`src/rtl/dma_blk_pkg.sv`:
```
package dma_blk_pkg;

    typedef enum logic [2:0] {
        ST_IDLE,
        ST_REQ,
        ST_READ,
        ST_WRITE,
        ST_DONE
    } xfer_state_e;

    localparam int SEL_W = 3;

    localparam logic [SEL_W-1:0] SEL_CTRL   = 3'd0;
    localparam logic [SEL_W-1:0] SEL_DEV    = 3'd1;
    localparam logic [SEL_W-1:0] SEL_BASE   = 3'd2;
    localparam logic [SEL_W-1:0] SEL_COUNT  = 3'd3;
    localparam logic [SEL_W-1:0] SEL_STATUS = 3'd4;

    localparam int CTRL_DIR_BIT  = 0;
    localparam int CTRL_GO_BIT   = 1;
    localparam int STAT_BUSY_BIT = 0;
    localparam int STAT_IRQ_BIT  = 1;

endpackage

```
`src/rtl/dma_cfg_regs.sv`:
```
module dma_cfg_regs
    import dma_blk_pkg::*;
#(
    parameter int DATA_W = 16,
    parameter int ADDR_W = 16,
    parameter int DEV_W  = 8,
    parameter int CNT_W  = 16
) (
    input  logic              clk,
    input  logic              rst_n,
    input  logic              we_i,
    input  logic [SEL_W-1:0]  sel_i,
    input  logic [DATA_W-1:0] wdata_i,
    output logic [DATA_W-1:0] rdata_o,
    input  logic              busy_i,
    input  logic              done_i,
    output logic              start_o,
    output logic              dir_o,
    output logic [DEV_W-1:0]  dev_o,
    output logic [ADDR_W-1:0] base_o,
    output logic [CNT_W-1:0]  count_o,
    output logic              irq_o
);

    logic              dir_q;
    logic [DEV_W-1:0]  dev_q;
    logic [ADDR_W-1:0] base_q;
    logic [CNT_W-1:0]  count_q;
    logic              irq_q;
    logic              wr_ok;
    logic              irq_clr;

    assign wr_ok   = we_i && !busy_i;
    assign irq_clr = we_i && (sel_i == SEL_STATUS) && wdata_i[STAT_IRQ_BIT];
    assign start_o = wr_ok && (sel_i == SEL_CTRL) && wdata_i[CTRL_GO_BIT];

    always_ff @(posedge clk or negedge rst_n) begin
        if (!rst_n) begin
            dir_q   <= 1'b0;
            dev_q   <= '0;
            base_q  <= '0;
            count_q <= '0;
        end else if (wr_ok) begin
            unique case (sel_i)
                SEL_CTRL:  dir_q   <= wdata_i[CTRL_DIR_BIT];
                SEL_DEV:   dev_q   <= wdata_i[DEV_W-1:0];
                SEL_BASE:  base_q  <= wdata_i[ADDR_W-1:0];
                SEL_COUNT: count_q <= wdata_i[CNT_W-1:0];
                default:   ;
            endcase
        end
    end

    always_ff @(posedge clk or negedge rst_n) begin
        if (!rst_n) begin
            irq_q <= 1'b0;
        end else if (done_i) begin
            irq_q <= 1'b1;
        end else if (irq_clr) begin
            irq_q <= 1'b0;
        end
    end

    always_comb begin
        rdata_o = '0;
        unique case (sel_i)
            SEL_CTRL:   rdata_o[CTRL_DIR_BIT] = dir_q;
            SEL_DEV:    rdata_o = DATA_W'(dev_q);
            SEL_BASE:   rdata_o = DATA_W'(base_q);
            SEL_COUNT:  rdata_o = DATA_W'(count_q);
            SEL_STATUS: begin
                rdata_o[STAT_BUSY_BIT] = busy_i;
                rdata_o[STAT_IRQ_BIT]  = irq_q;
            end
            default:    rdata_o = '0;
        endcase
    end

    assign dir_o   = dir_q;
    assign dev_o   = dev_q;
    assign base_o  = base_q;
    assign count_o = count_q;
    assign irq_o   = irq_q;

    AST_CFG_FROZEN: assert property (@(posedge clk) disable iff (!rst_n)
        (busy_i && $past(busy_i)) |-> ($stable(dir_q) && $stable(dev_q) && $stable(base_q) && $stable(count_q)));

    AST_IRQ_STICKY: assert property (@(posedge clk) disable iff (!rst_n)
        (irq_q && !irq_clr) |=> irq_q);

    AST_IRQ_FROM_DONE: assert property (@(posedge clk) disable iff (!rst_n)
        $rose(irq_q) |-> $past(done_i));

endmodule

```
`src/rtl/dma_xfer_fsm.sv`:
```
module dma_xfer_fsm
    import dma_blk_pkg::*;
#(
    parameter int DATA_W = 16,
    parameter int ADDR_W = 16,
    parameter int DEV_W  = 8,
    parameter int CNT_W  = 16
) (
    input  logic              clk,
    input  logic              rst_n,
    input  logic              start_i,
    input  logic              dir_i,
    input  logic [DEV_W-1:0]  dev_i,
    input  logic [ADDR_W-1:0] base_i,
    input  logic [CNT_W-1:0]  count_i,
    output logic              busy_o,
    output logic              done_o,
    output logic              bus_req_o,
    input  logic              bus_ack_i,
    output logic              bus_valid_o,
    output logic              bus_write_o,
    output logic              bus_io_o,
    output logic [ADDR_W-1:0] bus_addr_o,
    output logic [DATA_W-1:0] bus_wdata_o,
    input  logic [DATA_W-1:0] bus_rdata_i,
    input  logic              bus_ready_i
);

    localparam logic [CNT_W-1:0]  CNT_ONE  = CNT_W'(1);
    localparam logic [ADDR_W-1:0] ADDR_ONE = ADDR_W'(1);

    xfer_state_e       state_q;
    xfer_state_e       state_d;
    logic [ADDR_W-1:0] ptr_q;
    logic [CNT_W-1:0]  left_q;
    logic [DATA_W-1:0] buf_q;

    // state register
    always_ff @(posedge clk or negedge rst_n) begin
        if (!rst_n) state_q <= ST_IDLE;
        else        state_q <= state_d;
    end

    // transitions
    always_comb begin
        state_d = state_q;
        unique case (state_q)
            ST_IDLE:  if (start_i) state_d = (count_i == '0) ? ST_DONE : ST_REQ;
            ST_REQ:   if (bus_ack_i) state_d = ST_READ;
            ST_READ:  if (bus_ready_i) state_d = ST_WRITE;
            ST_WRITE: if (bus_ready_i) state_d = (left_q == CNT_ONE) ? ST_DONE : ST_READ;
            ST_DONE:  state_d = ST_IDLE;
            default:  state_d = ST_IDLE;
        endcase
    end

    // pointer, remaining count and one-word holding register
    always_ff @(posedge clk or negedge rst_n) begin
        if (!rst_n) begin
            ptr_q  <= '0;
            left_q <= '0;
            buf_q  <= '0;
        end else begin
            if (state_q == ST_IDLE && start_i) begin
                ptr_q  <= base_i;
                left_q <= count_i;
            end
            if (state_q == ST_READ && bus_ready_i) begin
                buf_q <= bus_rdata_i;
            end
            if (state_q == ST_WRITE && bus_ready_i) begin
                ptr_q  <= ptr_q + ADDR_ONE;
                left_q <= left_q - CNT_ONE;
            end
        end
    end

    // outputs
    always_comb begin
        bus_req_o   = 1'b0;
        bus_valid_o = 1'b0;
        bus_write_o = 1'b0;
        bus_io_o    = 1'b0;
        done_o      = 1'b0;
        unique case (state_q)
            ST_IDLE:  ;
            ST_REQ:   bus_req_o = 1'b1;
            ST_READ: begin
                bus_req_o   = 1'b1;
                bus_valid_o = 1'b1;
                bus_io_o    = !dir_i;
            end
            ST_WRITE: begin
                bus_req_o   = 1'b1;
                bus_valid_o = 1'b1;
                bus_write_o = 1'b1;
                bus_io_o    = dir_i;
            end
            ST_DONE:  done_o = 1'b1;
            default:  ;
        endcase
    end

    assign busy_o      = (state_q != ST_IDLE);
    assign bus_addr_o  = bus_io_o ? ADDR_W'(dev_i) : ptr_q;
    assign bus_wdata_o = buf_q;

    AST_ACCESS_OWNED: assert property (@(posedge clk) disable iff (!rst_n)
        bus_valid_o |-> (bus_req_o && bus_ack_i));

    AST_WAIT_HOLD: assert property (@(posedge clk) disable iff (!rst_n)
        (bus_valid_o && !bus_ready_i) |=> (bus_valid_o && $stable(bus_addr_o) && $stable(bus_write_o)));

    AST_WORD_STEP: assert property (@(posedge clk) disable iff (!rst_n)
        (state_q == ST_WRITE && bus_ready_i) |=> (left_q == $past(left_q) - CNT_ONE && ptr_q == $past(ptr_q) + ADDR_ONE));

    AST_ZERO_NO_BUS: assert property (@(posedge clk) disable iff (!rst_n)
        (state_q == ST_IDLE && start_i && count_i == '0) |=> (!bus_req_o && done_o));

    AST_READ_THEN_WRITE: assert property (@(posedge clk) disable iff (!rst_n)
        (bus_valid_o && !bus_write_o && bus_ready_i) |=> (bus_valid_o && bus_write_o));

endmodule

```
`src/rtl/dma_block_ctrl.sv`:
```
module dma_block_ctrl
    import dma_blk_pkg::*;
#(
    parameter int DATA_W = 16,
    parameter int ADDR_W = 16,
    parameter int DEV_W  = 8,
    parameter int CNT_W  = 16
) (
    input  logic              clk,
    input  logic              rst_n,
    input  logic              cfg_we,
    input  logic [2:0]        cfg_addr,
    input  logic [DATA_W-1:0] cfg_wdata,
    output logic [DATA_W-1:0] cfg_rdata,
    output logic              bus_req,
    input  logic              bus_ack,
    output logic              bus_valid,
    output logic              bus_write,
    output logic              bus_io,
    output logic [ADDR_W-1:0] bus_addr,
    output logic [DATA_W-1:0] bus_wdata,
    input  logic [DATA_W-1:0] bus_rdata,
    input  logic              bus_ready,
    output logic              irq
);

    logic              start;
    logic              dir;
    logic [DEV_W-1:0]  dev;
    logic [ADDR_W-1:0] base;
    logic [CNT_W-1:0]  count;
    logic              busy;
    logic              done;

    dma_cfg_regs #(
        .DATA_W (DATA_W),
        .ADDR_W (ADDR_W),
        .DEV_W  (DEV_W),
        .CNT_W  (CNT_W)
    ) u_regs (
        .clk     (clk),
        .rst_n   (rst_n),
        .we_i    (cfg_we),
        .sel_i   (cfg_addr),
        .wdata_i (cfg_wdata),
        .rdata_o (cfg_rdata),
        .busy_i  (busy),
        .done_i  (done),
        .start_o (start),
        .dir_o   (dir),
        .dev_o   (dev),
        .base_o  (base),
        .count_o (count),
        .irq_o   (irq)
    );

    dma_xfer_fsm #(
        .DATA_W (DATA_W),
        .ADDR_W (ADDR_W),
        .DEV_W  (DEV_W),
        .CNT_W  (CNT_W)
    ) u_fsm (
        .clk         (clk),
        .rst_n       (rst_n),
        .start_i     (start),
        .dir_i       (dir),
        .dev_i       (dev),
        .base_i      (base),
        .count_i     (count),
        .busy_o      (busy),
        .done_o      (done),
        .bus_req_o   (bus_req),
        .bus_ack_i   (bus_ack),
        .bus_valid_o (bus_valid),
        .bus_write_o (bus_write),
        .bus_io_o    (bus_io),
        .bus_addr_o  (bus_addr),
        .bus_wdata_o (bus_wdata),
        .bus_rdata_i (bus_rdata),
        .bus_ready_i (bus_ready)
    );

    AST_IDLE_QUIET: assert property (@(posedge clk) disable iff (!rst_n)
        !busy |-> (!bus_req && !bus_valid));

endmodule

```
`config.mk`:
```
export PLATFORM = sky130hd
export DESIGN_NAME = dma_block_ctrl
export DESIGN_NICKNAME = d
export VERILOG_FILES = /design/src/rtl/dma_blk_pkg.sv /design/src/rtl/dma_cfg_regs.sv /design/src/rtl/dma_xfer_fsm.sv /design/src/rtl/dma_block_ctrl.sv
export SDC_FILE = /design/constraint.sdc
export NUM_CORES = 1
export LEC_CHECK = 0
export BUFFER_PORTS_ARGS = -buffer_cell sky130_fd_sc_hd__buf_2
export CORE_MARGIN = 4
export CORE_UTILIZATION = 55
export DETAILED_ROUTE_END_ITERATION = 8
export PLACE_DENSITY = 0.79
export REMOVE_ABC_BUFFERS = 1
export SLEW_MARGIN = 5
export SYNTH_ARGS = -nofsm -noshare
export SYNTH_HDL_FRONTEND = slang
export SYNTH_SLANG_ARGS = --single-unit
export TNS_END_PERCENT = 5
```
`constraint.sdc`:
```
create_clock -name clk -period 3.2 [get_ports clk]
set_clock_uncertainty 0.2 [all_clocks]
set_input_delay 0.64 -clock clk [delete_from_list [all_inputs] [get_ports clk]]
set_output_delay 0.64 -clock clk [all_outputs]
set_load 0.01 [all_outputs]
```
==> metrics.md, run 1 <==
| Metric | Value |
|---|---|
| Synthesis-to-layout area growth | `15.2%` |
| # setup viols final | `0` |
| Relative slew slack | `0.577` |
| Clock buffer count from CTS | `9` |
| Via density | `6.21` |
| PortBufs | `92` |
| Largest family of logic cells by synthesized area | `multiplexers` |
| GPL Wtd Cong | `0.850` |
| Routed WL | `12.2 mm` |
| Vias in the first global route | `3908` |
| H-tree levels | `3` |
| Ys flop type | `dfrtp_1` |
| Largest net degree at the start of global routing | `50` |
| Post-synth EDFFs | `0` |
| Drt first pass iters | `5` |
| Synth cell count leaders | `dfrtp_1, mux2_2, nor2_1` |
| Post-Route Utilization | `0.662` |
| Mapped Area | `0.00480 mm^2` |
| Adder-Cell Fraction of Synth Area | `0.00783` |
| GRT Total Usage | `0.245` |
| Top-count cell post-synth | `dfrtp_1` |
| Final WS setup | `between 0.2 and 0.25 ns` |
| Final Cell Area | `0.00552 mm^2` |
| Iter 0 DRT Violations | `256` |
| Dpl hpwl | `9.01 mm` |
| DIE HEIGHT | `101 um` |
| Area after DPL | `about 0.0053 mm^2` |
| Final hold vios | `0` |
| Hold WC Path Type | `in -> async` |
| Data required time of the critical path | `2.36 ns` |
| CTS clk-pin slew, worst paths | `~0.10 ns` |
| Maxcap violations | `0` |
| First-pass GRT wire length | `roughly 20 mm` |
| Mux cell area share after synthesis | `0.183` |
| Overflow left after global routing | `0` |
| DR vias | `~3900` |
| Initial core utilization | `0.575` |
| Initial antenna violation count | `0` |
| Max Clock Freq | `approximately 340 MHz` |
| Dpl ws | `0.392 ns` |
| WS Path Type | `reg -> out` |
| Worst Setup End Kind | `output port` |
| Yosys top cell by area | `dfrtp_1` |
| Sequential cell area fraction in the yosys report | `0.485` |
| Antenna Cells | `0` |
| Synth cell types | `56` |
| DRC errors left | `0` |
| Setup TNS | `0 ns` |
| Die width | `101 um` |
| TritonCTS clock tree | `done` |
| Power, Total | `4.79 mW` |
| Ys async rst share | `1.00` |
| Peak VDD IR | `0.466 mV` |
| Slew Viols, Final | `0` |
| FF+latch count, synth | `slightly above 90` |
| Post-CTS Setup Inserts | `0` |
| Simple logic cell fraction of the synthesized area | `0.169` |
| Pleak | `around 2.5 nW` |
| Top cell type's share of synthesized area | `0.485` |
| Minimum clock period | `2.95 ns` |
| Synth Area per Inst | `11.0 um^2` |
| Die area | `about 0.01 mm^2` |
| Worst slew pin tran | `around 0.63 ns` |
| Row Count | `33` |
| Clock Latency Late Sink | `0.37 ns` |
| Cell area power density | `867 mW/mm^2` |
| Share of layout cells above drive strength 1 | `0.378` |
| Post-cts resize count | `0` |
| Mapped Cells | `435` |
| CTS Root Cell | `clkbuf_8` |
| Routed Antenna Nets | `0` |
| Compound-gate portion of the synthesized area | `0.114` |
| Crit Path Max Fanout | `14` |
| Final period utilization | `0.922` |
| Top cells by area, synth | `dfrtp_1, mux2_2, nor2_1, o311ai_0, nand2_1` |
| Startpoint types | `flip-flop` |
| CTS Sinks | `93` |
| Synth warn | `0` |
| RSZ-0062 raised after global routing | `no` |
| Wire length per cell | `19.3 um` |
| Outcome | `finished clean` |
| Layout Nets | `approximately 570` |
| Num ports | `93` |
| Synth Area in XOR/XNOR | `0.00365` |
| Cts hold-fix bufs | `0` |
| Core area | `0.00834 mm^2` |
| Maximum clock path buffer count | `2` |
| Worst EP arrival | `2.11 ns` |
-- per-stage QoR --
step	hold WS [ns]	cells
finish	0.0967	634
global route	0.138	634
CTS	0.109	634
detailed placement	0.293	618
global placement	0.286	618
floorplan	0.144	410
-- logic make-up after synthesis --
group,count (synthesis)
multiplexers,78
XOR/XNOR,2
AND/OR/NAND/NOR,150
adder cells (fa/ha/maj),3
flip-flops,93
AO/OA/AOI/OAI,75
buffers and inverters,34
-- area by class of cell --
class / count / area (um^2)
multi-input combinational: 308 / 2300
sequential: 93 / 2330
timing repair buffer: 103 / 558
tap: 105 / 131
inverter: 9 / 33.8
fill: 682 / 2820
clock buffer: 10 / 128
clock inverter: 6 / 46.3
-- per-layer routing --
| layer | up-vias | track usage | part of all wire |
|---|---|---|---|
| li1 | 1814 | - | - |
| met1 | 1941 | 0.347 | 0.44 |
| met2 | 164 | 0.394 | 0.47 |
| met3 | 20 | 0.0365 | 0.065 |
| met4 | 0 | 0.0746 | 0.016 |
| met5 | - | 0 | 0 |
-- path summary, 6_finish.rpt --
kind                                       from                     to  slack [ns]  cells after the start
max reg2reg                    u_fsm.state_q[0]     u_regs.count_o[13]        0.76                      4
max                            u_fsm.state_q[0]            bus_addr[0]        0.25                      4
min in group clk                  bus_rdata[14]  u_fsm.bus_wdata_o[14]        0.30                      2
max in group asynchronous                 rst_n           u_regs.dir_o        2.04                      2
min                                       rst_n        u_fsm.left_q[3]         0.1                      1
min reg2reg                u_fsm.bus_wdata_o[2]   u_fsm.bus_wdata_o[2]        0.32                      1
-- power by group --
group          internal, mW  leakage, nW  total (mW)  switching, mW
clock                 0.288       0.0833       0.723          0.434
combinational         0.925         1.26        1.90          0.970
sequential             1.66         1.20        2.17          0.513
total                  2.87         2.54        4.79           1.92
-- worst max-delay path, cell delays in order, from the launching register on --
cell     delay [ns]
dfrtp_1        0.55
xnor2_1        0.42
nand2_2        0.28
mux2_2         0.36
buf_2          0.14
-- layout by cell type (no fill, tap or decap), types with 3 or more instances in the layout --
cell / n
o22ai_1: 4
nand2_1: 24
buf_4: 11
inv_1: 9
mux2_2: 69
nor4_1: 12
buf_2: 91
o21ai_0: 13
a221o_1: 4
clkbuf_8: 9
nand3_1: 18
o311ai_0: 11
or3_1: 3
nor2_1: 34
a211oi_1: 4
a22oi_1: 9
nor3_1: 13
dfrtp_1: 93
or4_1: 4
ha_1: 3
nor4b_1: 3
mux2i_1: 8
o211ai_1: 11
nand2b_1: 3
nand4b_1: 3
and2_1: 9
nand4_1: 6
a21oi_1: 6
-- sequential cells by signal, indices dropped and copies added, names as in the netlist --
name / count
u_regs.dev_o: 8
u_fsm.bus_wdata_o: 16
u_regs.base_o: 16
u_regs.dir_o: 1
u_regs.count_o: 16
u_fsm.ptr_q: 16
u_regs.irq_o: 1
u_fsm.state_q: 3
u_fsm.left_q: 16
No activity file was read; power rests on OpenSTA's default activity.
==> run 2: changes to the inputs <==
==> constraint.sdc (replaced) <==
create_clock -name clk -period 3.2 [get_ports clk]
set_clock_uncertainty 0.2 [all_clocks]
set_input_delay 0 -clock clk [delete_from_list [all_inputs] [get_ports clk]]
set_output_delay 0 -clock clk [all_outputs]
set_load 0.01 [all_outputs]
==> run 2 against run 1 <==
Against the previous run: worst setup slack better by 0.37 ns; sequential power about the same; clock power up 9.3%; worst hold slack worse by 0.031 ns; count of clock-buffer cells in the layout up 2; cell count up 6.2%; die area unchanged; first-iteration DRC count up 16%.
==> metrics.md, run 2 (same netlist as run 1, synthesis figures left out) <==
| Metric | Value |
|---|---|
| CP top delay family | `flip-flops` |
| First-pass GRT wire length | `21.3 mm (+8.1%)` |
| Vias in the first global route | `4179 (+6.9%)` |
| CTS Root Cell | `clkbuf_8` |
| Outcome | `finished clean` |
| PortBufs | `92 (unchanged)` |
| Die area | `0.0103 mm^2 (unchanged)` |
| Peak VDD IR | `0.515 mV (+11%)` |
| Data required time of the critical path | `3.00 ns (+0.64 ns)` |
| Initial antenna violation count | `0 (unchanged)` |
| Minimum clock period | `2.58 ns (-0.370 ns)` |
| Slew Viols, Final | `0 (unchanged)` |
| # setup viols final | `0 (unchanged)` |
| Post-Route Utilization | `0.712 (+0.0497)` |
| Largest net degree at the start of global routing | `34 (-32%)` |
| RSZ-0062 raised after global routing | `no` |
| Pleak | `2.73 nW (+7.2%)` |
| Power, Total | `4.95 mW (+3.4%)` |
| Max Clock Freq | `387 MHz (+14%)` |
| Dpl hpwl | `9.05 mm (+0.45%)` |
| Final period utilization | `0.807 (-0.116)` |
| DR vias | `4196 (+6.5%)` |
| Via density | `6.23 (+0.35%)` |
| Routed WL | `13.4 mm (+9.7%)` |
| CTS clk-pin slew, worst paths | `0.10 ns (about the same)` |
| Layout Nets | `606 (+6.9%)` |
| WHS | `0.0661 ns (-0.0306 ns)` |
| Worst path cell trace | `xnor2_1 > nand2_1 > inv_1 > o21ai_0 > buf_2` |
| Core area | `0.00834 mm^2 (unchanged)` |
| Drt first pass iters | `5 (unchanged)` |
| DIE HEIGHT | `101 um (unchanged)` |
| WS Path Type | `reg -> out` |
| Critical-path top delay cell | `dfrtp_1` |
| H-tree levels | `3 (unchanged)` |
| Wire length per cell | `19.9 um (+3.4%)` |
| Crit path buf inv count | `2 (+1)` |
| Synthesis-to-layout area growth | `23.8%` |
| Worst EP arrival | `2.38 ns (+0.27 ns)` |
| Hold WC Path Type | `in -> reg` |
| Routed Antenna Nets | `0 (unchanged)` |
| Overflow left after global routing | `0 (unchanged)` |
| Clock buffer count from CTS | `9 (unchanged)` |
| Largest stage delay on the critical path | `0.64 ns (+0.09 ns)` |
| Worst Setup End Kind | `output port` |
| Initial core utilization | `0.575 (unchanged)` |
| Die width | `101 um (unchanged)` |
| Relative slew slack | `0.587 (+0.0103)` |
| Row Count | `33 (unchanged)` |
| Num ports | `93 (unchanged)` |
| Worst slew pin tran | `0.611 ns (-0.0240 ns)` |
| Clock Latency Late Sink | `0.37 ns (about the same)` |
| Commonest non-fill, non-tap cell in the layout | `dfrtp_1` |
| TritonCTS clock tree | `done` |
| Startpoint types | `flip-flop` |
| Cell area power density | `834 mW/mm^2 (-3.8%)` |
| Post-CTS Setup Inserts | `0 (unchanged)` |
| DRC errors left | `0 (unchanged)` |
| Maximum clock path buffer count | `2 (unchanged)` |
| Final hold vios | `0 (unchanged)` |
| Setup TNS | `0 ns (unchanged)` |
| Maxcap violations | `0 (unchanged)` |
| Finished Layout Cells | `673 (+6.2%)` |
| Crit Path Max Fanout | `14 (unchanged)` |
| CTS Sinks | `93 (unchanged)` |
| GRT Total Usage | `0.267 (+0.0220)` |
| Most frequent cells in the layout | `dfrtp_1, buf_2, mux2_2` |
| Layout fillers | `608 (-11%)` |
| Iter 0 DRT Violations | `296 (+16%)` |
| Placed instance count | `617 (-0.16%)` |
| Antenna Cells | `0 (unchanged)` |
| Share of layout cells above drive strength 1 | `0.352 (-0.0260)` |
| GPL Wtd Cong | `0.892 (+4.9%)` |
-- run 2: power by group --
| part | internal [mW] | leakage, nW | total (mW) | switching (mW) |
|---|---|---|---|---|
| clock | 0.357 | 0.104 | 0.790 | 0.434 |
| sequential | 1.66 | 1.20 | 2.18 | 0.521 |
| combinational | 0.969 | 1.42 | 1.98 | 1.01 |
-- run 2: layer usage --
layer  vias to the layer above  wire (um)  GRT usage
met3                        29       1030     0.0455
met4                         0        271     0.0920
li1                       1905          -          -
met2                       190       6490      0.435
met1                      2072       5620      0.364
met5                         -          0          0
-- run 2: final timing paths --
path                                  startpoint               endpoint  slack [ns]  cells after the start
setup reg to reg                u_fsm.state_q[0]        u_fsm.left_q[9]        0.71                      5
min in group asynchronous                  rst_n      u_regs.count_o[6]        0.50                      4
hold / removal                       cfg_addr[0]        u_fsm.left_q[0]        0.07                      4
hold reg to reg            u_fsm.bus_wdata_o[14]  u_fsm.bus_wdata_o[14]        0.31                      1
setup / recovery                u_fsm.state_q[0]            bus_addr[1]        0.62                      5
max in group asynchronous                  rst_n      u_regs.count_o[1]        1.87                      4
-- run 2: area by class of cell --
type                    instances  area (um^2)  area share
multi-input cells             308         2300       0.387
inverters                       9         33.8     0.00569
repair buffers                142          948       0.160
clock inverters                 4         35.0     0.00590
flip-flops and latches         93         2330       0.392
well taps                     105          131      0.0221
clock buffers                  12          165      0.0278
-- run 2: repair_timing --
item | 4_1_cts | 5_1_grt
gates resized for setup | 0 | 0
endpoints found under the hold margin | 154 | 0
hold buffers | 40 | 0
-- run 2: metrics by stage --
stage,setup WS [ns],instance area (um^2)
2_1_floorplan,0.270,4650
3_3_place_gp,0.853,5330
3_5_place_dp,0.768,5330
4_1_cts,0.719,5940
5_1_grt,0.533,5940
6_report,0.619,5940
-- run 2: worst register-to-register path, cell delays in order, from the launching register on --
cell and delay (ns):
dfrtp_1 0.56, or4b_1 0.67, nor2_1 0.14, buf_4 0.32, o21ai_0 0.17, a221o_1 0.31
==> run 3: changes to the inputs <==
- CORE_UTILIZATION: 55 -> 50
- PLACE_DENSITY: 0.79 -> 0.76
- clock period: 3.2 -> 2.1 ns (I/O delays scaled with it)
==> run 3 against run 2 <==
Against the previous run: the flow now finishes with violations (negative hold slack, negative setup slack); sequential power increased by 47%; via count increased by 2.4%; critical path depth decreased by 1; critical endpoint is now u_fsm.left_q[15]; global-route usage decreased by 2.1 points; cell count increased by 8.6%.
==> metrics.md, run 3 (same netlist as run 1, synthesis figures left out) <==
| Metric | Value |
|---|---|
| WS Path Type | `reg -> reg` |
| Startpoint types | `flip-flop` |
| DRC errors left | `0 (unchanged)` |
| Drt first pass iters | `6 (+1)` |
| Die width | `106 um (+4.5%)` |
| DR vias | `4296 (+2.4%)` |
| Layout Nets | `641 (+5.8%)` |
| Crit Path Max Fanout | `4 (-10)` |
| Final hold vios | `2 (+2)` |
| Synthesis-to-layout area growth | `31.9%` |
| Initial antenna violation count | `0 (unchanged)` |
| # setup viols final | `1 (+1)` |
| Wire length per cell | `18.2 um (-8.5%)` |
| Initial core utilization | `0.517 (-0.0584)` |
| Met2 WL post-DR | `6.62 mm (+1.9%)` |
| Layout fillers | `731 (+20%)` |
| RSZ-0062 raised after global routing | `yes` |
| WHS | `-0.00808 ns (-0.0741 ns)` |
| Share of layout cells above drive strength 1 | `0.407 (+0.0549)` |
| Worst slew pin tran | `0.518 ns (-0.0925 ns)` |
| Final period utilization | `1.02` |
| Hold WC Path Type | `in -> async` |
| PortBufs | `92 (unchanged)` |
| Pleak | `2.92 nW (+7.2%)` |
| Routed Antenna Nets | `0 (unchanged)` |
| Outcome | `finished with violations` |
| TritonCTS clock tree | `done` |
| H-tree levels | `3 (unchanged)` |
| Post-Route Utilization | `0.681 (-0.0307)` |
| Core area | `0.00928 mm^2 (+11%)` |
| Failing checks | `negative hold slack, negative setup slack` |
| Via density | `5.88 (-5.7%)` |
| Commonest non-fill, non-tap cell in the layout | `dfrtp_1` |
| Data required time of the critical path | `2.19 ns (-0.81 ns)` |
| Routed WL | `13.3 mm (-0.57%)` |
| Antenna Cells | `0 (unchanged)` |
| CTS Sinks | `93 (unchanged)` |
| Cell area power density | `1270 mW/mm^2 (+52%)` |
| GRT Total Usage | `0.247 (-0.0207)` |
| Most frequent cells in the layout | `dfrtp_1, buf_2, mux2_2` |
| CTS clk-pin slew, worst paths | `0.10 ns (about the same)` |
| Dpl hpwl | `9.38 mm (+3.7%)` |
| Placed instance count | `677 (+9.7%)` |
| Maxcap violations | `0 (unchanged)` |
| CTS Root Cell | `clkbuf_8` |
| Final WS setup | `-0.0399 ns (-0.659 ns)` |
| Largest net degree at the start of global routing | `94 (+180%)` |
| Clock Latency Late Sink | `0.37 ns (about the same)` |
| Worst Setup End Kind | `flip-flop` |
| Relative slew slack | `0.651 (+0.0642)` |
| Clock buffer count from CTS | `9 (unchanged)` |
| Minimum clock period | `2.14 ns` |
| Maximum clock path buffer count | `2 (unchanged)` |
| Worst EP arrival | `2.23 ns (-0.15 ns)` |
| Peak VDD IR | `0.771 mV (+50%)` |
| Overflow left after global routing | `0 (unchanged)` |
| Num ports | `93 (unchanged)` |
| Met3 WL post-DR | `700 um (-32%)` |
| DIE HEIGHT | `106 um (+4.5%)` |
| Die area | `0.0112 mm^2 (+9.2%)` |
| Row Count | `35 (+6.1%)` |
| Iter 0 DRT Violations | `359 (+21%)` |
| Slew Viols, Final | `0 (unchanged)` |
| First-pass GRT wire length | `22.0 mm (+3.1%)` |
| Vias in the first global route | `4361 (+4.4%)` |
| GPL Wtd Cong | `0.920 (+3.1%)` |
| Max Clock Freq | `467 MHz` |
| Met1 wire length | `5.75 mm (+2.4%)` |
| Finished Layout Cells | `731 (+8.6%)` |
| Max Used Layer | `met4` |
-- run 3: cell types whose count changed in the layout (fill, tap and decap cells not counted), moves of 2 or more --
| cell | before | now |
|---|---|---|
| or3_4 | 0 | 2 |
| buf_12 | 1 | 3 |
| o311ai_1 | 0 | 5 |
| inv_6 | 3 | 1 |
| nor4_2 | 0 | 3 |
| clkbuf_8 | 12 | 10 |
| clkinvlp_4 | 0 | 2 |
| nor4_1 | 12 | 9 |
| buf_6 | 0 | 2 |
| o311ai_0 | 11 | 5 |
| buf_4 | 11 | 43 |
-- run 3: what timing repair did --
item                                    4_1_cts  5_1_grt
hold buffers                                 38        0
buffers inserted                              0        1
pin swaps                                     2        2
resized for setup                             4       17
endpoints found under the hold margin       154        0
endpoints found under the setup margin       33       45
-- run 3: worst paths after layout --
path | startpoint | end | slack [ns] | cells past startpoint
setup / recovery | u_fsm.left_q[2] | u_fsm.left_q[15] | -0.04 | 4
hold / removal | rst_n | u_fsm.ptr_q[14] | -0.008 | 3
setup reg to reg | u_fsm.left_q[2] | u_fsm.left_q[15] | -0.04 | 4
hold reg to reg | u_fsm.bus_wdata_o[5] | u_fsm.bus_wdata_o[5] | 0.31 | 1
max in group asynchronous | rst_n | u_fsm.left_q[6] | 1.28 | 3
min in group clk | cfg_addr[1] | u_fsm.ptr_q[3] | 0.02 | 5
-- run 3: per-layer routing --
metal / up-vias / global-route usage
met5: - / 0
met4: 0 / 0.0860
met3: 20 / 0.0431
met2: 152 / 0.411
met1: 2159 / 0.326
li1: 1965 / -
-- run 3: report_power, final --
| group | internal (mW) | switching [mW] | leakage [nW] |
|---|---|---|---|
| clock network | 0.579 | 0.642 | 0.0948 |
| logic | 1.85 | 1.77 | 1.63 |
| registers | 2.53 | 0.667 | 1.20 |
| total | 4.95 | 3.08 | 2.92 |
-- run 3: area by class of cell --
class                   count  area (um^2)  share of cell area
inverters                   9         33.8             0.00534
clock inverters             5         58.8             0.00930
flip-flops and latches     93         2330               0.368
clock buffers              10          138              0.0218
repair buffers            177         1240               0.196
multi-input cells         308         2360               0.374
well taps                 129          161              0.0255
-- run 3: stage by stage --
stage / power, mW / TNS, ns / instance area (um^2) / worst slack [ns] / hold WS [ns]
after floorplan: 4.99 / -30.52 / 4650 / -0.830 / -0.496
after detailed placement: 6.49 / -0.231 / 5650 / -0.110 / -0.109
after global placement: 6.35 / -0.156 / 5650 / -0.0857 / -0.117
after global routing: 8.54 / -0.205 / 6320 / -0.0731 / 0.0330
after CTS: 7.82 / -0.0217 / 6240 / -0.0217 / 0.0137
final: 8.03 / -0.0399 / 6320 / -0.0399 / -0.00808
-- run 3: worst max-delay path, cell delays in order, from the launching register on --
cell     delay [ns]
dfrtp_1        0.38
or4_4          0.54
or4_4          0.46
or4_1          0.41
nand3_1        0.08
